--- src/rtl/ictl_pkg.sv ---
package ictl_pkg;
    typedef enum logic [0:0] {
        ST_IDLE    = 1'b0,
        ST_SERVICE = 1'b1
    } svc_state_e;

    localparam logic [31:0] A_ENA_LO   = 32'h0000_0000;
    localparam logic [31:0] A_ENA_HI   = 32'h0000_0004;
    localparam logic [31:0] A_DIS_LO   = 32'h0000_0008;
    localparam logic [31:0] A_DIS_HI   = 32'h0000_000C;
    localparam logic [31:0] A_VEC      = 32'h0000_0010;
    localparam logic [31:0] A_EOI      = 32'h0000_0014;
    localparam logic [31:0] A_SRST     = 32'h0000_0018;
    localparam logic [31:0] A_GEN      = 32'h0000_001C;
    localparam logic [31:0] A_CFG_BASE = 32'h0000_0100;
    localparam int          EDGE_BIT   = 8;
endpackage

--- src/rtl/ictl_src.sv ---
module ictl_src #(
    parameter int PRIO_W = 4
) (
    input  logic              clk,
    input  logic              rst_n,
    input  logic              soft_clr,
    input  logic              src_i,
    input  logic              cfg_we,
    input  logic              cfg_edge,
    input  logic [PRIO_W-1:0] cfg_prio,
    input  logic              taken,
    output logic              pend_o,
    output logic              edge_o,
    output logic [PRIO_W-1:0] prio_o
);
    logic              prev_q, flag_q, edge_q;
    logic [PRIO_W-1:0] prio_q;
    logic              hit;

    assign hit = edge_q & src_i & ~prev_q;

    always_ff @(posedge clk or negedge rst_n) begin
        if (!rst_n) begin
            prev_q <= 1'b0;
            flag_q <= 1'b0;
            edge_q <= 1'b0;
            prio_q <= '0;
        end else if (soft_clr) begin
            prev_q <= 1'b0;
            flag_q <= 1'b0;
            edge_q <= 1'b0;
            prio_q <= '0;
        end else begin
            prev_q <= src_i;
            if (cfg_we && !cfg_edge) flag_q <= 1'b0;
            else if (taken)          flag_q <= hit;
            else                     flag_q <= flag_q | hit;
            if (cfg_we) begin
                edge_q <= cfg_edge;
                prio_q <= cfg_prio;
            end
        end
    end

    assign pend_o = edge_q ? flag_q : src_i;
    assign edge_o = edge_q;
    assign prio_o = prio_q;
endmodule

--- src/rtl/ictl_arb.sv ---
module ictl_arb #(
    parameter int NSRC   = 64,
    parameter int PRIO_W = 4,
    parameter int VEC_W  = $clog2(NSRC) + 1
) (
    input  logic [NSRC-1:0]        elig,
    input  logic [NSRC*PRIO_W-1:0] prio_flat,
    output logic [VEC_W-1:0]       vec_o,
    output logic [PRIO_W-1:0]      prio_o,
    output logic                   valid_o
);
    always_comb begin
        vec_o   = VEC_W'(NSRC);
        prio_o  = '0;
        valid_o = 1'b0;
        for (int i = NSRC - 1; i >= 0; i--) begin
            if (elig[i] && (!valid_o || prio_flat[i*PRIO_W +: PRIO_W] >= prio_o)) begin
                valid_o = 1'b1;
                prio_o  = prio_flat[i*PRIO_W +: PRIO_W];
                vec_o   = VEC_W'(i);
            end
        end
    end
endmodule

--- src/rtl/ictl_top.sv ---
module ictl_top
    import ictl_pkg::*;
#(
    parameter int NSRC   = 64,
    parameter int PRIO_W = 4,
    parameter int ADDR_W = 32,
    parameter int DATA_W = 32
) (
    input  logic              clk,
    input  logic              rst_n,
    input  logic [NSRC-1:0]   src_i,
    input  logic              bus_wr,
    input  logic              bus_rd,
    input  logic [ADDR_W-1:0] bus_addr,
    input  logic [DATA_W-1:0] bus_wdata,
    output logic [DATA_W-1:0] bus_rdata,
    output logic              irq_o
);
    localparam int VEC_W  = $clog2(NSRC) + 1;
    localparam int SIDX_W = $clog2(NSRC);
    localparam int HI_N   = NSRC - 32;

    logic [NSRC-1:0]        en_q, pend, edge_m, elig, take, setup_we;
    logic [NSRC*PRIO_W-1:0] prio_flat;
    logic [VEC_W-1:0]       arb_vec;
    logic [PRIO_W-1:0]      arb_prio, isl_q, isl_d;
    logic                   arb_valid, gen_q, soft_rst, take_vec, eoi_wr, in_setup;
    logic [ADDR_W-1:0]      setup_off;
    logic [SIDX_W-1:0]      sidx;
    logic [DATA_W-1:0]      rd_mux;
    svc_state_e             st_q, st_d;

    assign soft_rst  = bus_wr && bus_addr == ADDR_W'(A_SRST) && bus_wdata[0];
    assign eoi_wr    = bus_wr && bus_addr == ADDR_W'(A_EOI);
    assign take_vec  = bus_rd && bus_addr == ADDR_W'(A_VEC) && arb_valid;
    assign setup_off = bus_addr - ADDR_W'(A_CFG_BASE);
    assign in_setup  = bus_addr >= ADDR_W'(A_CFG_BASE) && setup_off < ADDR_W'(NSRC * 8)
                       && setup_off[2:0] == 3'd0;
    assign sidx      = setup_off[SIDX_W+2:3];

    for (genvar g = 0; g < NSRC; g++) begin : g_src
        assign setup_we[g] = bus_wr & in_setup & (sidx == SIDX_W'(g));
        assign take[g]     = take_vec & (arb_vec == VEC_W'(g));
        ictl_src #(.PRIO_W(PRIO_W)) u_src (
            .clk      (clk),
            .rst_n    (rst_n),
            .soft_clr (soft_rst),
            .src_i    (src_i[g]),
            .cfg_we   (setup_we[g]),
            .cfg_edge (bus_wdata[EDGE_BIT]),
            .cfg_prio (bus_wdata[PRIO_W-1:0]),
            .taken    (take[g]),
            .pend_o   (pend[g]),
            .edge_o   (edge_m[g]),
            .prio_o   (prio_flat[g*PRIO_W +: PRIO_W])
        );
        assign elig[g] = en_q[g] & pend[g]
                       & ((st_q == ST_IDLE) | (prio_flat[g*PRIO_W +: PRIO_W] > isl_q));
    end

    ictl_arb #(.NSRC(NSRC), .PRIO_W(PRIO_W), .VEC_W(VEC_W)) u_arb (
        .elig      (elig),
        .prio_flat (prio_flat),
        .vec_o     (arb_vec),
        .prio_o    (arb_prio),
        .valid_o   (arb_valid)
    );

    // enable masks and global enable
    always_ff @(posedge clk or negedge rst_n) begin
        if (!rst_n) begin
            en_q  <= '0;
            gen_q <= 1'b0;
        end else if (soft_rst) begin
            en_q  <= '0;
            gen_q <= 1'b0;
        end else if (bus_wr) begin
            if (bus_addr == ADDR_W'(A_ENA_LO)) en_q[31:0] <= en_q[31:0] | bus_wdata[31:0];
            if (bus_addr == ADDR_W'(A_ENA_HI)) en_q[NSRC-1:32] <= en_q[NSRC-1:32] | bus_wdata[HI_N-1:0];
            if (bus_addr == ADDR_W'(A_DIS_LO)) en_q[31:0] <= en_q[31:0] & ~bus_wdata[31:0];
            if (bus_addr == ADDR_W'(A_DIS_HI)) en_q[NSRC-1:32] <= en_q[NSRC-1:32] & ~bus_wdata[HI_N-1:0];
            if (bus_addr == ADDR_W'(A_GEN))    gen_q <= bus_wdata[0];
        end
    end

    // service state register
    always_ff @(posedge clk or negedge rst_n) begin
        if (!rst_n) begin
            st_q  <= ST_IDLE;
            isl_q <= '0;
        end else begin
            st_q  <= st_d;
            isl_q <= isl_d;
        end
    end

    // next state: take, nest, complete, flush
    always_comb begin
        st_d  = st_q;
        isl_d = isl_q;
        if (soft_rst) begin
            st_d  = ST_IDLE;
            isl_d = '0;
        end else begin
            unique case (st_q)
                ST_IDLE: begin
                    if (take_vec) begin
                        st_d  = ST_SERVICE;
                        isl_d = arb_prio;
                    end
                end
                ST_SERVICE: begin
                    if (take_vec) begin
                        st_d  = ST_SERVICE;
                        isl_d = arb_prio;
                    end else if (eoi_wr) begin
                        st_d  = ST_IDLE;
                    end
                end
                default: st_d = ST_IDLE;
            endcase
        end
    end

    // outputs
    always_comb begin
        irq_o  = gen_q && arb_valid;
        rd_mux = '0;
        if (in_setup) begin
            rd_mux[EDGE_BIT]     = edge_m[sidx];
            rd_mux[PRIO_W-1:0]   = prio_flat[sidx*PRIO_W +: PRIO_W];
        end else if (bus_addr == ADDR_W'(A_ENA_LO) || bus_addr == ADDR_W'(A_DIS_LO)) begin
            rd_mux[31:0] = en_q[31:0];
        end else if (bus_addr == ADDR_W'(A_ENA_HI) || bus_addr == ADDR_W'(A_DIS_HI)) begin
            rd_mux[HI_N-1:0] = en_q[NSRC-1:32];
        end else if (bus_addr == ADDR_W'(A_VEC)) begin
            rd_mux[VEC_W-1:0] = arb_vec;
        end else if (bus_addr == ADDR_W'(A_GEN)) begin
            rd_mux[0] = gen_q;
        end
    end

    always_ff @(posedge clk or negedge rst_n) begin
        if (!rst_n)      bus_rdata <= '0;
        else if (bus_rd) bus_rdata <= rd_mux;
    end
endmodule

--- config.mk ---
export PLATFORM = sky130hd
export DESIGN_NAME = ictl_top
export DESIGN_NICKNAME = d
export VERILOG_FILES = /design/src/rtl/ictl_pkg.sv /design/src/rtl/ictl_src.sv /design/src/rtl/ictl_arb.sv /design/src/rtl/ictl_top.sv
export SDC_FILE = /design/constraint.sdc
export NUM_CORES = 2
export LEC_CHECK = 0
export ABC_AREA = 1
export CAP_MARGIN = 20
export CORE_UTILIZATION = 50
export DETAILED_ROUTE_END_ITERATION = 10
export PLACE_DENSITY = 0.67
export SYNTH_ARGS = -nofsm -noshare
export SYNTH_HDL_FRONTEND = slang
export SYNTH_SLANG_ARGS = --single-unit
--- constraint.sdc ---
create_clock -name clk -period 274 [get_ports clk]
set_input_delay 54.8 -clock clk [delete_from_list [all_inputs] [get_ports clk]]
set_output_delay 54.8 -clock clk [all_outputs]
set_load 0.005 [all_outputs]
==> results.txt <==
From bottom edge to top edge, the die measures 295 um. The total global routing track utilization is 0.403. The congestion estimate from routability-driven global placement came to 1.03. The arrival time of data at the critical path endpoint is 130.78 ns. The routed metal-1 wirelength came out at 69400 um. The sequential fraction of the synthesis area came out at 0.321. The count of endpoints failing setup in the final report came out at 0. The initial antenna violation count is 14. The worst setup path is of the primary input to output pin kind.

Relative to the synthesized area, the layout overhead comes to 11.8%. The floorplan die area is 86800 sq um. By area the synthesized netlist is led by dfrtp_1, ha_1, nand2_1, o21ai_0, inv_1. The setup fix buffers added after clock tree synthesis is 0. The run finished with clean final reports. The non-filler instance count after layout is 7185. Across the run, the number of max-cap violations was 0. The largest single stage delay on the critical path is 0.60 ns. The fraction of final layout cells with drive strength greater than 1 is 0.0789. The worst supply voltage drop on vdd came out at 0.00441 mV. The fraction of synthesized cell area taken by the top area cell type is 0.321. For this design the top-level I/O count stands at 165. The clock latency of the later-clocked register in the worst-skew pair is 0.63 ns.

The remaining global-route overflow came out at 0. The worst clock skew on the final layout is 0.0164 ns. The final critical-path share of the clock period is 0.677.

The final cell utilization of the core is 0.569. The clock-pin slew of the registers on the worst-case setup and hold paths came out at 0.06 ns. The number of port buffers came out at 164. In this run the cell area measured after placement is 45400 sq um.

The number of distinct library cells after synthesis is 69. The post-route cell area is 47900 sq um. The highest net fanout along the worst path came out at 13. Clock tree synthesis found a total of 550 sinks. The floorplan core area came out at 84200 sq um.

The root buffer cell chosen for the clock tree is clkbuf_16. The number of resized instances in the post-cts repair step is 0. The startpoint kind of the worst setup timing path is a primary input. The post-detailed-placement half-perimeter wirelength came out at 128000 um. The number of register bits inferred by synthesis came out at 550. The slowest cell on the critical path is clkdlybuf4s50_1.

The post-detailed-routing wire length is 176000 um. The wire length on met2 came out at 74100 um. After detailed routing, no signal wire sits above met5.

TritonCTS built the clock tree. The count of placed standard cells including taps came out at 7055. The H-tree generated during clock tree synthesis spans 3 levels.

The row count is 106. The power density over the cells is 4.14 nW/um^2. The most common cell type on the critical path is nand2_1.

The per-cell routed wire length is 24.5 um. The library cells used most frequently in the layout, excluding fill and tap cells, are nand2_1, inv_1, o21ai_0, dfrtp_1, ha_1. The quantity of hold-fixing buffers added after cts is 0. In this run the remaining antenna-violating nets after routing total 0. The synthesized instance count came out at 5878.

The transition time at the pin with the least slew margin is 1.41 ns. The total met3 wirelength after detailed routing is 20200 um. The analysis attributes to cell leakage a power of 24.5 nW. The classification of the worst-slack hold path is flop to flop. The number of failing hold endpoints at the final stage is 0.

The total number of vias is 43500. Leaving out fill and tap cells, the most frequent cell in the layout is nand2_1. The starting utilization of the core area is 0.509.

The worst relative slew slack came out at 0.0508. The number of flops mapped to enable cells by yosys came out at 0. Dividing the synthesized area by the synthesized cell count gives 7.29 sq um. In the routed layout, each cell is associated on average with a via count of 6.05. STA classifies the critical path endpoint as an output pin.

The first-pass GRT wire length came out at 258000 um. Yosys printed 0 warnings. The count of pins over their slew limit came out at 0.

Setup repair after global routing left no endpoint under its margin. The cell type contributing the most total cell area after synthesis is dfrtp_1. The number of global-route vias before repair came out at 40100.

The die width is 295 um. The proportion of register bits with asynchronous set or reset after synthesis came out at 1.00. The net count reported at finish is 6582. The number of detailed-route iterations in the first pass is 8. The number of nets in the synthesized netlist is 6465. For this run, the top clock speed supported by timing is 5.39 MHz. The final period demand of the worst path is 185.58 ns. The setup total negative slack came out at 0 ns. The maximum clock insertion buffer count came out at 3. The DRC violation count after routing is 0.

The first routing iteration left 4855 violations. The data required time of the critical path is 219.20 ns. The number of buffers created by CTS came out at 67.

Among all flip-flop cells after synthesis, the most frequent one is dfrtp_1. The maximum number of pins on one net before global-route repair came out at 155. The mapped netlist covers 42800 sq um.
[path summary, 6_finish.rpt]
check | start | endpoint | slack (ns) | cells past startpoint
setup / recovery | src_i[63] | irq_o | 88.42 | 592
min in group asynchronous | rst_n | g_src[42].u_src.flag_q | 54.13 | 1
max in group asynchronous | rst_n | g_src[13].u_src.edge_o | 216.99 | 4
setup reg to reg | isl_q[0] | g_src[44].u_src.flag_q | 191.33 | 637
hold reg to reg | bus_rdata[6] | bus_rdata[6] | 0.48 | 2
hold / removal | bus_rdata[6] | bus_rdata[6] | 0.48 | 2
[worst max-delay path: cells and delay by family]
family	cells	cell delay [ns]
simple gates	291	27.62
compound gates	181	26.46
fa+ha+maj	59	16.86
buf+inv	61	4.89
[where the power goes]
group / switching, mW / total, mW / internal [mW]
logic: 0.0121 / 0.0168 / 0.00463
registers: 0.000116 / 0.0818 / 0.0817
clock network: 0.0393 / 0.0997 / 0.0604
[through the flow]
step                      worst slack, ns  hold slack (ns)  power [mW]
after floorplan                    100.15            0.449      0.0903
after global placement              91.58            0.466      0.0993
after detailed placement            89.56            0.465      0.0994
after CTS                           89.29            0.481       0.198
after global routing                77.55            0.500       0.202
final                               88.42            0.477       0.198
[state kept, by name, indices dropped and copies added (netlist names)]
register            cells
g_src.u_src.edge_o     64
gen_q                   1
isl_q                   4
g_src.u_src.prio_o    256
en_q                   64
g_src.u_src.prev_q     64
st_q                    1
g_src.u_src.flag_q     64
bus_rdata              32
[kinds of logic after synthesis]
group	share of synthesized area
buf+inv	0.0937
xor+xnor	0.00286
simple gates	0.239
flops	0.321
fa+ha+maj	0.133
compound gates	0.210
[layout make-up]
type / instances / area (sq um)
antenna: 7 / 17.5
inverter: 805 / 3040
tap: 1134 / 1420
clock inverter: 28 / 532
fill: 8003 / 36300
multi-input combinational: 4352 / 25100
timing repair buffer: 219 / 2080
sequential: 550 / 13800
clock buffer: 90 / 1890
[synth_stat cells (3+ instances only)]
library cell  instances
o2111ai_1             3
or2_2                10
clkbuf_1            114
buf_1                 9
o21ai_1              28
buf_4                11
a21boi_0              8
o21ai_0             720
nor4_1               12
a41oi_1               3
o221ai_1             10
a21oi_1             311
a22oi_1              71
o211ai_1             68
nor2_1              425
a32o_1                5
inv_2                44
dfrtp_1             550
o21ai_2               5
a22o_1                6
o21bai_1             41
inv_1               755
nand2_4              35
nand4_1              52
nor3_1               47
or2_1                 3
nand3b_1             29
nand3_2              19
a211oi_1             60
a21oi_2               9
xnor2_1               3
buf_6                24
nor2_2               16
buf_2                 3
nand2_1            1301
nand3_1             217
nand2_2             122
a2111oi_0            12
a31oi_1              14
clkbuf_8              7
o22ai_1             185
ha_1                455
nor2_4               13
xor2_1               11
[layer usage]
layer	GRT usage	vias to the layer above
met1	0.527	20500
met4	0.238	20
met2	0.602	2309
li1	-	20100
met3	0.100	519
met5	0	-
No activity file was read; power rests on OpenSTA's default activity.
